## src/rtl/xlat_pkg.sv

```systemverilog
package xlat_pkg;

    typedef enum logic [1:0] {
        ACC_READ  = 2'd0,
        ACC_WRITE = 2'd1,
        ACC_FETCH = 2'd2
    } acc_e;

    typedef enum logic [1:0] {
        CAUSE_NONE  = 2'd0,
        CAUSE_WRITE = 2'd1,
        CAUSE_EXEC  = 2'd2,
        CAUSE_PRIV  = 2'd3
    } cause_e;

    localparam int unsigned PAGE_OFF_W = 12;
    localparam int unsigned LEVEL_STEP = 9;

endpackage

```

## src/rtl/xlat_match.sv

```systemverilog
module xlat_match #(
    parameter int unsigned NUM_ENT = 8,
    parameter int unsigned VPN_W   = 27,
    parameter int unsigned STEP    = 9,
    parameter int unsigned IDX_W   = $clog2(NUM_ENT)
) (
    input  logic [VPN_W-1:0]   key,
    input  logic [NUM_ENT-1:0] ent_valid,
    input  logic [VPN_W-1:0]   ent_vpn   [NUM_ENT],
    input  logic [1:0]         ent_level [NUM_ENT],
    output logic               hit,
    output logic [IDX_W-1:0]   hit_idx
);
    localparam logic [VPN_W-1:0] MASK_SMALL = '1;
    localparam logic [VPN_W-1:0] MASK_MID   = MASK_SMALL << STEP;
    localparam logic [VPN_W-1:0] MASK_BIG   = MASK_SMALL << (2 * STEP);

    logic [NUM_ENT-1:0] match;

    for (genvar g = 0; g < NUM_ENT; g++) begin : g_cmp
        logic [VPN_W-1:0] cmp_mask;
        always_comb begin
            unique case (ent_level[g])
                2'd0:    cmp_mask = MASK_SMALL;
                2'd1:    cmp_mask = MASK_MID;
                default: cmp_mask = MASK_BIG;
            endcase
        end
        assign match[g] = ent_valid[g] && (((key ^ ent_vpn[g]) & cmp_mask) == '0);
    end

    always_comb begin
        hit_idx = '0;
        for (int i = NUM_ENT - 1; i >= 0; i--) begin
            if (match[i]) hit_idx = IDX_W'(i);
        end
    end

    assign hit = |match;

endmodule

```

## src/rtl/xlat_perm.sv

```systemverilog
module xlat_perm
    import xlat_pkg::*;
(
    input  logic [1:0] acc,
    input  logic       user_mode,
    input  logic       pg_writable,
    input  logic       pg_no_exec,
    input  logic       pg_user,
    output logic       fault,
    output logic [1:0] cause
);
    always_comb begin
        cause = CAUSE_NONE;
        if (user_mode && !pg_user) begin
            cause = CAUSE_PRIV;
        end else if (acc == ACC_WRITE && !pg_writable) begin
            cause = CAUSE_WRITE;
        end else if (acc == ACC_FETCH && pg_no_exec) begin
            cause = CAUSE_EXEC;
        end
        fault = (cause != CAUSE_NONE);
    end

endmodule

```

## src/rtl/xlat_victim.sv

```systemverilog
module xlat_victim #(
    parameter int unsigned NUM_ENT = 8,
    parameter int unsigned IDX_W   = $clog2(NUM_ENT)
) (
    input  logic [NUM_ENT-1:0] ent_valid,
    input  logic [IDX_W-1:0]   rr_ptr,
    output logic [IDX_W-1:0]   victim,
    output logic               all_full
);
    logic [IDX_W-1:0] free_idx;

    always_comb begin
        free_idx = '0;
        for (int i = NUM_ENT - 1; i >= 0; i--) begin
            if (!ent_valid[i]) free_idx = IDX_W'(i);
        end
    end

    assign all_full = &ent_valid;
    assign victim   = all_full ? rr_ptr : free_idx;

endmodule

```

## src/rtl/xlat_cache.sv

```systemverilog
module xlat_cache
    import xlat_pkg::*;
#(
    parameter int unsigned VPN_W   = 27,
    parameter int unsigned PFN_W   = 32,
    parameter int unsigned ROOT_W  = 44,
    parameter int unsigned NUM_ENT = 8
) (
    input  logic                  clk,
    input  logic                  rst_n,
    input  logic                  lk_valid,
    input  logic [VPN_W+11:0]     lk_vaddr,
    input  logic [1:0]            lk_acc,
    input  logic                  lk_user,
    input  logic                  fill_valid,
    input  logic [VPN_W-1:0]      fill_vpn,
    input  logic [PFN_W-1:0]      fill_pfn,
    input  logic [1:0]            fill_level,
    input  logic                  fill_writable,
    input  logic                  fill_no_exec,
    input  logic                  fill_user,
    input  logic                  fill_global,
    input  logic                  fill_accessed,
    input  logic                  fill_dirty,
    input  logic                  root_wr,
    input  logic [ROOT_W-1:0]     root_val,
    output logic [ROOT_W-1:0]     root_ptr,
    output logic                  rsp_valid,
    output logic                  rsp_hit,
    output logic [PFN_W+11:0]     rsp_paddr,
    output logic                  rsp_fault,
    output logic [1:0]            rsp_cause,
    output logic [VPN_W+11:0]     rsp_fault_va,
    output logic                  walk_req,
    output logic [VPN_W-1:0]      walk_vpn,
    output logic                  upd_req,
    output logic [VPN_W-1:0]      upd_vpn,
    output logic                  upd_dirty
);
    localparam int unsigned OFF_W = PAGE_OFF_W;
    localparam int unsigned VA_W  = VPN_W + OFF_W;
    localparam int unsigned PA_W  = PFN_W + OFF_W;
    localparam int unsigned IDX_W = $clog2(NUM_ENT);
    localparam logic [PFN_W-1:0] PFN_ONES = '1;
    localparam logic [PFN_W-1:0] LOW_MID  = ~(PFN_ONES << LEVEL_STEP);
    localparam logic [PFN_W-1:0] LOW_BIG  = ~(PFN_ONES << (2 * LEVEL_STEP));

    typedef struct packed {
        logic             valid;
        logic [VPN_W-1:0] vpn;
        logic [PFN_W-1:0] pfn;
        logic [1:0]       level;
        logic             writable;
        logic             no_exec;
        logic             user_ok;
        logic             global_pg;
        logic             accessed;
        logic             dirty;
    } entry_t;

    typedef struct packed {
        entry_t [NUM_ENT-1:0] ents;
        logic [IDX_W-1:0]     rr;
        logic [ROOT_W-1:0]    root;
        logic                 rsp_valid;
        logic                 rsp_hit;
        logic                 rsp_fault;
        logic [1:0]           cause;
        logic [PA_W-1:0]      paddr;
        logic [VA_W-1:0]      fault_va;
        logic                 walk;
        logic [VPN_W-1:0]     walk_vpn;
        logic                 upd;
        logic [VPN_W-1:0]     upd_vpn;
        logic                 upd_dirty;
    } state_t;

    state_t st_d, st_q;

    // Entry fields flattened for the submodules.
    logic [NUM_ENT-1:0] valid_q;
    logic [NUM_ENT-1:0] global_q;
    logic [VPN_W-1:0]   vpn_arr   [NUM_ENT];
    logic [1:0]         level_arr [NUM_ENT];

    always_comb begin
        for (int i = 0; i < NUM_ENT; i++) begin
            valid_q[i]   = st_q.ents[i].valid;
            global_q[i]  = st_q.ents[i].global_pg;
            vpn_arr[i]   = st_q.ents[i].vpn;
            level_arr[i] = st_q.ents[i].level;
        end
    end

    logic [VPN_W-1:0] lk_vpn;
    logic [OFF_W-1:0] lk_off;
    assign lk_vpn = lk_vaddr[VA_W-1:OFF_W];
    assign lk_off = lk_vaddr[OFF_W-1:0];

    logic             hit;
    logic [IDX_W-1:0] hit_idx;

    xlat_match #(
        .NUM_ENT (NUM_ENT),
        .VPN_W   (VPN_W),
        .STEP    (LEVEL_STEP),
        .IDX_W   (IDX_W)
    ) u_match (
        .key       (lk_vpn),
        .ent_valid (valid_q),
        .ent_vpn   (vpn_arr),
        .ent_level (level_arr),
        .hit       (hit),
        .hit_idx   (hit_idx)
    );

    entry_t hit_ent;
    assign hit_ent = st_q.ents[hit_idx];

    logic       perm_fault;
    logic [1:0] perm_cause;

    xlat_perm u_perm (
        .acc         (lk_acc),
        .user_mode   (lk_user),
        .pg_writable (hit_ent.writable),
        .pg_no_exec  (hit_ent.no_exec),
        .pg_user     (hit_ent.user_ok),
        .fault       (perm_fault),
        .cause       (perm_cause)
    );

    // Victim choice sees the valid set after any same-edge invalidation.
    logic [NUM_ENT-1:0] valid_post;
    logic [IDX_W-1:0]   victim;
    logic               all_full;

    assign valid_post = root_wr ? (valid_q & global_q) : valid_q;

    xlat_victim #(
        .NUM_ENT (NUM_ENT),
        .IDX_W   (IDX_W)
    ) u_victim (
        .ent_valid (valid_post),
        .rr_ptr    (st_q.rr),
        .victim    (victim),
        .all_full  (all_full)
    );

    // Frame number with the low bits of huge pages taken from the virtual side.
    logic [PFN_W-1:0] low_sel;
    logic [PFN_W-1:0] pfn_eff;
    always_comb begin
        unique case (hit_ent.level)
            2'd0:    low_sel = '0;
            2'd1:    low_sel = LOW_MID;
            default: low_sel = LOW_BIG;
        endcase
        pfn_eff = (hit_ent.pfn & ~low_sel) | (PFN_W'(lk_vpn) & low_sel);
    end

    logic is_write;
    logic need_upd;
    assign is_write = (lk_acc == ACC_WRITE);
    assign need_upd = !hit_ent.accessed || (is_write && !hit_ent.dirty);

    always_comb begin
        st_d           = st_q;
        st_d.rsp_valid = 1'b0;
        st_d.rsp_hit   = 1'b0;
        st_d.rsp_fault = 1'b0;
        st_d.cause     = CAUSE_NONE;
        st_d.paddr     = '0;
        st_d.fault_va  = '0;
        st_d.walk      = 1'b0;
        st_d.walk_vpn  = '0;
        st_d.upd       = 1'b0;
        st_d.upd_vpn   = '0;
        st_d.upd_dirty = 1'b0;

        if (lk_valid) begin
            st_d.rsp_valid = 1'b1;
            if (!hit) begin
                st_d.walk     = 1'b1;
                st_d.walk_vpn = lk_vpn;
            end else begin
                st_d.rsp_hit = 1'b1;
                if (perm_fault) begin
                    st_d.rsp_fault = 1'b1;
                    st_d.cause     = perm_cause;
                    st_d.fault_va  = lk_vaddr;
                end else begin
                    st_d.paddr = {pfn_eff, lk_off};
                    if (need_upd) begin
                        st_d.upd       = 1'b1;
                        st_d.upd_vpn   = lk_vpn;
                        st_d.upd_dirty = is_write;
                        st_d.ents[hit_idx].accessed = 1'b1;
                        if (is_write) st_d.ents[hit_idx].dirty = 1'b1;
                    end
                end
            end
        end

        if (root_wr) begin
            st_d.root = root_val;
            for (int i = 0; i < NUM_ENT; i++) begin
                if (!st_q.ents[i].global_pg) st_d.ents[i].valid = 1'b0;
            end
        end

        if (fill_valid) begin
            st_d.ents[victim].valid     = 1'b1;
            st_d.ents[victim].vpn       = fill_vpn;
            st_d.ents[victim].pfn       = fill_pfn;
            st_d.ents[victim].level     = fill_level;
            st_d.ents[victim].writable  = fill_writable;
            st_d.ents[victim].no_exec   = fill_no_exec;
            st_d.ents[victim].user_ok   = fill_user;
            st_d.ents[victim].global_pg = fill_global;
            st_d.ents[victim].accessed  = fill_accessed;
            st_d.ents[victim].dirty     = fill_dirty;
            if (all_full) begin
                st_d.rr = (st_q.rr == IDX_W'(NUM_ENT - 1)) ? '0 : st_q.rr + 1'b1;
            end
        end
    end

    always_ff @(posedge clk) begin
        if (!rst_n) begin
            st_q <= '0;
        end else begin
            st_q <= st_d;
        end
    end

    assign root_ptr     = st_q.root;
    assign rsp_valid    = st_q.rsp_valid;
    assign rsp_hit      = st_q.rsp_hit;
    assign rsp_paddr    = st_q.paddr;
    assign rsp_fault    = st_q.rsp_fault;
    assign rsp_cause    = st_q.cause;
    assign rsp_fault_va = st_q.fault_va;
    assign walk_req     = st_q.walk;
    assign walk_vpn     = st_q.walk_vpn;
    assign upd_req      = st_q.upd;
    assign upd_vpn      = st_q.upd_vpn;
    assign upd_dirty    = st_q.upd_dirty;

endmodule

```

## config.mk

```make
export PLATFORM = sky130hd
export DESIGN_NAME = xlat_cache
export DESIGN_NICKNAME = d
export VERILOG_FILES = /design/src/rtl/xlat_pkg.sv /design/src/rtl/xlat_match.sv /design/src/rtl/xlat_perm.sv /design/src/rtl/xlat_victim.sv /design/src/rtl/xlat_cache.sv
export SDC_FILE = /design/constraint.sdc
export NUM_CORES = 2
export LEC_CHECK = 0
export CELL_PAD_IN_SITES_DETAIL_PLACEMENT = 0
export CELL_PAD_IN_SITES_GLOBAL_PLACEMENT = 1
export CORE_UTILIZATION = 39
export DETAILED_ROUTE_END_ITERATION = 16
export HOLD_SLACK_MARGIN = 0.02
export PLACE_DENSITY_LB_ADDON = 0.08
export SLEW_MARGIN = 40
export SYNTH_ARGS = -nofsm -noshare
export SYNTH_HDL_FRONTEND = slang
export SYNTH_SLANG_ARGS = --single-unit
```

## constraint.sdc

```tcl
create_clock -name clk -period 3.9 [get_ports clk]
set_input_delay 0.78 -clock clk [delete_from_list [all_inputs] [get_ports clk]]
set_output_delay 0.78 -clock clk [all_outputs]
set_load 0.02 [all_outputs]
```

======== After elaboration in Yosys (flattened, before gate mapping) ========
Index checks and enable logic that the tools add are counted.
storage, ports and cells
  word-level logic and storage cells ...... 282
  bits in registers ....................... 736
  bits of input ports ..................... 158
  output and inout bits ................... 189
operators by class
  magnitude comparators ................... 4
  add/sub/neg operators ................... 1
  equal/unequal tests ..................... 12
  bitwise logic cells ..................... 25
  reduce and logical (&&, ||, !) cells .... 46
  mux-type cells .......................... 101
operator list
  kind                                                             number
  544-bit bitwise mux                                              12
  544-bit two-way mux                                              5
  68-bit demux with 3-bit select                                   12
  547-bit two-way mux                                              1
  18-bit case mux with 2 select lines                              9
  27-bit bitwise AND                                               8
  27-bit logical NOT                                               8
  27-bit bitwise XOR                                               8
  68-bit binary-select mux with 3-bit select                       1
  145-bit two-way mux                                              1
  29-bit two-way mux                                               3
  87-bit two-way mux                                               1
  40-bit two-way mux                                               2
  68-bit two-way mux                                               1
  67-bit two-way mux                                               1
  3-bit two-way mux                                                21
  44-bit two-way mux                                               1
  39-bit two-way mux                                               1
  27-bit by 32-bit bitwise AND with 32-bit output                  1
  32-bit bitwise AND                                               1
  32-bit inverter                                                  1
  32-bit OR                                                        1
  28-bit two-way mux                                               1
  2-bit by 1-bit == test with 1-bit output, second input constant  10
  27 further kinds                                                 78

======== Logic depth before layout (Yosys ltp) ========
  depth in word-level cells ............... 37
  depth in mapped cells ................... 16
  mapped depth without buffers ............ 11

======== Hierarchy ========
A second synthesis with hierarchy kept.
second synthesis, totals
  cell total of the unflattened synthesis .. 3,792
  area total of the unflattened synthesis .. 33,058.0 um^2
modules (own cells, without submodules)
  module       instances  area each (um^2)  seq. area each (um^2)  cells an instance
  xlat_cache   1          30,191.5          14,734.1               3,431
  xlat_match   1          2,742.6           0.0                    340
  xlat_victim  1          82.6              0.0                    15
  xlat_perm    1          41.3              0.0                    6

======== Worst setup path after synthesis ========
Ideal clock, no wire load.
  path kind ............................... input port to flip-flop
  start point ............................. in lk_vaddr[27]
  end point ............................... reg st_q, in the netlist rsp_paddr[28]
  required time ........................... 3,757 ps
  setup slack ............................. 90 ps
  setup time .............................. 143 ps
  cell stages on the path ................. 13
  buffers on the path ..................... 3
  data arrival time ....................... 3,668 ps
  cell sequence ........................... buf_6 > xor2_1 > nor4_1 > a41oi_1 > or4_4 > a21oi_2 > o22ai_1 > and2_1 > buf_6 > a221o_1 > buf_6 > a2111oi_2 > a2111oi_4
on the way
  word-level cells in the longest chain between the ends .. 20
  elaborated cells between the ends (all ways) .. 61
  classes of those cells .................. eq/ne: 1; mux: 14; bitwise: 21; reduce/logical: 25
RTL lines
  item                                                    RTL line                          RTL
  from (decl)                                             xlat_cache.sv:12                  input logic [VPN_W+11:0] lk_vaddr,
  27-bit bitwise XOR                                      xlat_match.sv:29                  assign match[g] = ent_valid[g] && (((key ^ ent_vpn[g]) & cmp_mask) == '0);
  27-bit bitwise AND                                      xlat_match.sv:29
  27-bit logical NOT                                      xlat_match.sv:29
  1-bit logical AND                                       xlat_match.sv:29
  3-bit two-way mux (8 in a row)                          xlat_match.sv:35                  if (match[i]) hit_idx = IDX_W'(i);
  68-bit binary-select mux with 3-bit select              xlat_cache.sv:118                 assign hit_ent = st_q.ents[hit_idx];
  40-bit two-way mux (not written as such)                xlat_cache.sv:118
  1-bit logical AND or 1-bit logical NOT (tied branches)  xlat_perm.sv:18, xlat_perm.sv:16
  2-bit two-way mux or 1-bit logical AND (tied branches)  xlat_perm.sv:18, xlat_perm.sv:16
  2-bit two-way mux                                       xlat_perm.sv:16                   end else if (acc == ACC_WRITE && !pg_writable) begin
  2-bit two-way mux                                       xlat_perm.sv:14                   if (user_mode && !pg_user) begin
  2-bit nonzero test                                      xlat_perm.sv:21                   fault = (cause != CAUSE_NONE);
  4-bit OR reduction (no source line)                     -
  to (signal assigned)                                    xlat_cache.sv:233                 st_q <= st_d;
  to (decl)                                               xlat_cache.sv:78                  state_t st_d, st_q;
Several ways; a longest one is shown, not always the timed one. The select of a mux whose other input is x is not followed.
A chain may end at the register's enable or synchronous reset.

======== Worst setup path in the final report ========
  start point ............................. in lk_vaddr[34]
  end point ............................... reg st_q, in the netlist rsp_paddr[24]
Same word-level chain as after synthesis.

==> metrics.txt <==
# TYPE chip_impl_metric gauge
chip_impl_info{name="worstSetupStartpointType",value="primary input"} 1
chip_impl_metric{name="wire_length_per_cell_after_detailed_routing",unit="µm"} 22.2
chip_impl_info{name="globalRoute.busiestLayer",value="met2"} 1
chip_impl_metric{name="design.core.area",unit="µm²"} 85500
chip_impl_info{name="layout.cells.most_common",value="sky130_fd_sc_hd__nand2_1"} 1
chip_impl_info{name="crit_path_end_kind",value="flip-flop"} 1
chip_impl_metric{name="grt_overflow_total",unit=""} 0
chip_impl_metric{name="detailed_place.area",unit="µm²"} 38900
chip_impl_info{name="r2r-start",value="st_q[732]"} 1
chip_impl_metric{name="power.sequential.fraction",unit="%"} 44.9
chip_impl_metric{name="initial_utilization",unit="%"} 39.5
chip_impl_metric{name="drtAntennaViolNets",unit=""} 0
chip_impl_metric{name="ys_ff_latch",unit=""} 736
chip_impl_metric{name="die_x",unit="µm"} 296
chip_impl_info{name="clock_tree.root_cell",value="sky130_fd_sc_hd__clkbuf_16"} 1
chip_impl_metric{name="worst_ep_arrival_time",unit="ns"} 4.34
chip_impl_metric{name="detail_route.first_pass.iterations",unit=""} 5
chip_impl_metric{name="postSynthNetCount",unit=""} 4163
chip_impl_metric{name="ff2ff_path_depth",unit=""} 15
chip_impl_metric{name="r2r_setup_slack",unit="ns"} 0.21
chip_impl_metric{name="pwr_density_cell",unit="nW/µm²"} 393
chip_impl_metric{name="comb_power_share",unit="%"} 9.4
chip_impl_metric{name="num_rows",unit=""} 107
chip_impl_metric{name="slew_violations",unit=""} 0
chip_impl_metric{name="hold_slack",unit="ns"} 0.461
chip_impl_metric{name="fp.dieArea",unit="µm²"} 87800
chip_impl_info{name="worstReg2RegEnd",value="rsp_paddr[17]"} 1
chip_impl_metric{name="power_leakage",unit="nW"} 16.0
chip_impl_metric{name="timing_hold_violations_final",unit=""} 0
chip_impl_info{name="synth-main-ff-cell",value="sky130_fd_sc_hd__dfxtp_1"} 1
chip_impl_metric{name="final_area",unit="µm²"} 43600
chip_impl_metric{name="worstSkewPairLatency",unit="ns"} 0.64
chip_impl_info{name="tritoncts",value="done"} 1
chip_impl_info{name="synth_largest_area_cell",value="sky130_fd_sc_hd__dfxtp_1"} 1
chip_impl_metric{name="syn_inst",unit=""} 4003
chip_impl_metric{name="net-switching-power",unit="mW"} 4.21
chip_impl_metric{name="grt_util_met1",unit="%"} 38.2
chip_impl_metric{name="final_net_count",unit=""} 4467
chip_impl_info{name="synthTopCellsByArea",value="sky130_fd_sc_hd__dfxtp_1, sky130_fd_sc_hd__nand2_1, sky130_fd_sc_hd__a21boi_0"} 1
chip_impl_info{name="crit_path_start",value="lk_vaddr[34]"} 1
chip_impl_metric{name="synthDistinctLibCells",unit=""} 79
chip_impl_metric{name="use_met2",unit="%"} 44.4
chip_impl_metric{name="dieHeight",unit="µm"} 296
chip_impl_metric{name="drv_cap",unit=""} 0
chip_impl_metric{name="i_o_pin_cnt",unit=""} 347
chip_impl_metric{name="grt_first_pass_wirelength",unit="µm"} 180000
chip_impl_metric{name="clkTransAtPathRegs",unit="ns"} 0.06
chip_impl_metric{name="fmax",unit="GHz"} 0.263
chip_impl_metric{name="met3_demand_to_capacity_share_in_global_routing",unit="%"} 3.55
chip_impl_metric{name="clk_path_buf_depth",unit=""} 3
chip_impl_metric{name="totalWireLength",unit="µm"} 122000
chip_impl_metric{name="slew_headroom",unit="%"} 43.8
chip_impl_metric{name="gp_routability_congestion",unit=""} 0.902
chip_impl_metric{name="sw_frac_of_total",unit="%"} 24.6
chip_impl_metric{name="grt_usage",unit="%"} 27.3
chip_impl_metric{name="cts_sinks",unit=""} 736
chip_impl_metric{name="time_the_final_worst_path_needs_with_i_o_delays_and_setup",unit="ns"} 3.80
chip_impl_metric{name="clk_skew",unit="ns"} 0.0251
chip_impl_metric{name="final-setup-viol-count",unit=""} 0
chip_impl_metric{name="vdd.ir_drop.worst",unit="mV"} 0.315
chip_impl_metric{name="postSynthAreaPerCell",unit="µm²"} 8.44
chip_impl_metric{name="number_of_flops_mapped_to_enable_cells_by_yosys",unit=""} 0
chip_impl_metric{name="drt-initial-drc-count",unit=""} 2088
chip_impl_metric{name="htree_levels",unit=""} 3
chip_impl_metric{name="cts_buffers",unit=""} 82
chip_impl_metric{name="worst_pin_slew",unit="ns"} 0.843
chip_impl_metric{name="drc",unit=""} 0
chip_impl_info{name="min_path_type",value="flip-flop to flip-flop"} 1
chip_impl_metric{name="detailedPlacementHpwl",unit="µm"} 81600
chip_impl_metric{name="synth.top_cell.area_share",unit="%"} 43.6
chip_impl_metric{name="dr_total_vias",unit=""} 28400
chip_impl_info{name="critical_path.endpoint",value="rsp_paddr[24]"} 1
chip_impl_info{name="critical_setup_path_kind",value="primary input to flip-flop"} 1
chip_impl_metric{name="first_global_vias",unit=""} 27000
chip_impl_metric{name="yosysWarningCount",unit=""} 0
chip_impl_metric{name="maximum_number_of_pins_on_one_net_before_global_route_repair",unit=""} 212
chip_impl_metric{name="drive_gt1_share",unit="%"} 17.6
chip_impl_info{name="outcome",value="finished, final reports clean"} 1
chip_impl_metric{name="async_reset_ff_share",unit="%"} 0
chip_impl_metric{name="share_clk_of_total_power",unit="%"} 45.7
chip_impl_metric{name="worst_ep_required_time",unit="ns"} 4.44
chip_impl_metric{name="synth_sequential_area_ratio",unit="%"} 43.6
chip_impl_metric{name="flow.area_growth_from_synthesis",unit="%"} 28.9
chip_impl_metric{name="portion_of_the_clock_cycle_consumed_by_the_worst_path_in_the_final_layout",unit="%"} 97.5
chip_impl_metric{name="antenna_found_initial",unit=""} 6
chip_impl_metric{name="numPortBuffers",unit=""} 346
chip_impl_metric{name="power_report.internal_total",unit="mW"} 12.9
chip_impl_metric{name="viasPerCell",unit=""} 5.15
chip_impl_metric{name="post_synth_instance_area",unit="µm²"} 33800
chip_impl_metric{name="crit_fanout",unit=""} 8
chip_impl_info{name="most_used_cells_in_the_layout_excluding_fill_and_tap_cells",value="sky130_fd_sc_hd__nand2_1, sky130_fd_sc_hd__dfxtp_1, sky130_fd_sc_hd__a21boi_0, sky130_fd_sc_hd__clkdlybuf4s50_1, sky130_fd_sc_hd__buf_4"} 1
per-stage QoR:
step | instances | worst slack, ns | utilization, % | total power, mW | TNS (ns)
floorplan | 4003 | 0.0897 | - | 8.65 | 0
global placement | 5278 | -1.17 | 45.4 | 9.29 | -129.91
detailed placement | 5280 | -1.19 | 45.4 | 9.29 | -137.30
CTS | 5482 | 0.00242 | 50.1 | 17.2 | 0
global route | 5509 | -0.0138 | 50.9 | 17.7 | -0.0138
finish | 5509 | 0.0963 | 50.9 | 17.1 | 0
cells in the mapped netlist, types with 4 or more instances:
cell type,number
sky130_fd_sc_hd__a21o_1,5
sky130_fd_sc_hd__a211oi_1,54
sky130_fd_sc_hd__a2111oi_4,7
sky130_fd_sc_hd__a21boi_0,531
sky130_fd_sc_hd__nand2b_1,7
sky130_fd_sc_hd__a41o_1,5
sky130_fd_sc_hd__nor3_1,114
sky130_fd_sc_hd__a211o_1,4
sky130_fd_sc_hd__dfxtp_1,736
sky130_fd_sc_hd__and3_1,13
sky130_fd_sc_hd__a222oi_1,25
sky130_fd_sc_hd__mux2i_1,55
sky130_fd_sc_hd__buf_1,30
sky130_fd_sc_hd__mux2_2,18
sky130_fd_sc_hd__o211ai_1,4
sky130_fd_sc_hd__xnor2_1,105
sky130_fd_sc_hd__or3_1,7
sky130_fd_sc_hd__buf_6,10
sky130_fd_sc_hd__a221oi_1,7
sky130_fd_sc_hd__a31oi_1,5
sky130_fd_sc_hd__nor2_1,24
sky130_fd_sc_hd__clkbuf_1,206
sky130_fd_sc_hd__nand4_1,35
sky130_fd_sc_hd__nand2_1,1206
sky130_fd_sc_hd__nor4_2,11
sky130_fd_sc_hd__a22o_1,9
sky130_fd_sc_hd__a32oi_1,9
sky130_fd_sc_hd__buf_2,31
sky130_fd_sc_hd__nand3_1,29
sky130_fd_sc_hd__o21ai_1,13
sky130_fd_sc_hd__a221o_1,10
sky130_fd_sc_hd__and2_1,7
sky130_fd_sc_hd__o21ai_0,24
sky130_fd_sc_hd__xor2_1,111
sky130_fd_sc_hd__a22oi_1,26
sky130_fd_sc_hd__o31ai_1,5
sky130_fd_sc_hd__inv_1,60
sky130_fd_sc_hd__or2_2,4
sky130_fd_sc_hd__nor2b_1,52
sky130_fd_sc_hd__buf_4,261
sky130_fd_sc_hd__nor4_1,30
sky130_fd_sc_hd__a21oi_1,34
sky130_fd_sc_hd__nor3_2,5
power by group through the flow:
stage | logic, mW | clock network [mW] | registers (mW)
floorplan | 0.824 | 0 | 7.83
global placement | 1.44 | 0 | 7.85
detailed placement | 1.44 | 0 | 7.85
CTS | 1.56 | 7.97 | 7.68
global route | 1.71 | 8.29 | 7.69
finish | 1.61 | 7.83 | 7.68
registers in the layout, summed over array words and instances, names as in the netlist:
name	cells
upd_req	1
root_ptr	44
upd_dirty	1
level_arr	16
walk_req	1
rsp_paddr	44
rsp_hit	1
rsp_cause	2
rsp_valid	1
global_q	8
rsp_fault_va	39
upd_vpn	27
st_q	523
rsp_fault	1
walk_vpn	27
worst min-delay path by stage:
stage	from	to	slack, ns	cells past startpoint
after floorplan	st_q[344]	st_q[344]	0.44	2
after global placement	st_q[273]	st_q[273]	0.45	2
after detailed placement	st_q[489]	st_q[489]	0.46	2
after CTS	st_q[489]	st_q[489]	0.46	2
after global routing	st_q[553]	st_q[553]	0.48	2
final	st_q[487]	st_q[487]	0.46	2
final cells by class:
class	count	area, µm²
repair buffers	757	7680
multi-input cells	2670	16800
fillers	8149	42000
clock buffers	122	2460
flip-flops and latches	736	14700
clock inverters	19	226
diodes	1	2.50
well taps	1144	1430
inverters	60	225
cells by family after synthesis:
| family | Yosys count | share of synthesized area [%] |
|---|---|---|
| AO/OA/AOI/OAI | 812 | 18.7 |
| XOR/XNOR | 216 | 5.60 |
| adder cells (fa/ha/maj) | 2 | 0.0740 |
| buffers and inverters | 598 | 9.88 |
| flip-flops | 736 | 43.6 |
| multiplexers | 74 | 2.27 |
| AND/OR/NAND/NOR | 1565 | 19.9 |
routing by layer:
metal / vias up / wire, µm
met5: - / 42
met4: 6 / 2300
met3: 150 / 6660
met2: 806 / 56500
met1: 13700 / 57000
li1: 13700 / -
critical path: stages:
cell	delay, ns
sky130_fd_sc_hd__clkbuf_2	0.10
sky130_fd_sc_hd__buf_12	0.13
sky130_fd_sc_hd__buf_4	0.14
sky130_fd_sc_hd__xnor2_2	0.12
sky130_fd_sc_hd__nand4_1	0.24
sky130_fd_sc_hd__or3_4	0.50
sky130_fd_sc_hd__or3_4	0.46
sky130_fd_sc_hd__buf_6	0.16
sky130_fd_sc_hd__buf_4	0.13
sky130_fd_sc_hd__nor3_4	0.22
sky130_fd_sc_hd__buf_12	0.17
sky130_fd_sc_hd__buf_4	0.16
sky130_fd_sc_hd__a222oi_1	0.10
sky130_fd_sc_hd__and3_1	0.18
sky130_fd_sc_hd__and3_1	0.17
sky130_fd_sc_hd__and3_1	0.25
sky130_fd_sc_hd__a2111oi_4	0.33
timing repair:
action | CTS | global route
setup endpoints to repair | 131 | 131
resized for setup | 150 | 113
gates cloned | 9 | 0
setup buffers | 54 | 27
pin swaps | 57 | 54
hold buffers | 0 | 0
No activity file was read; power rests on OpenSTA's default activity.
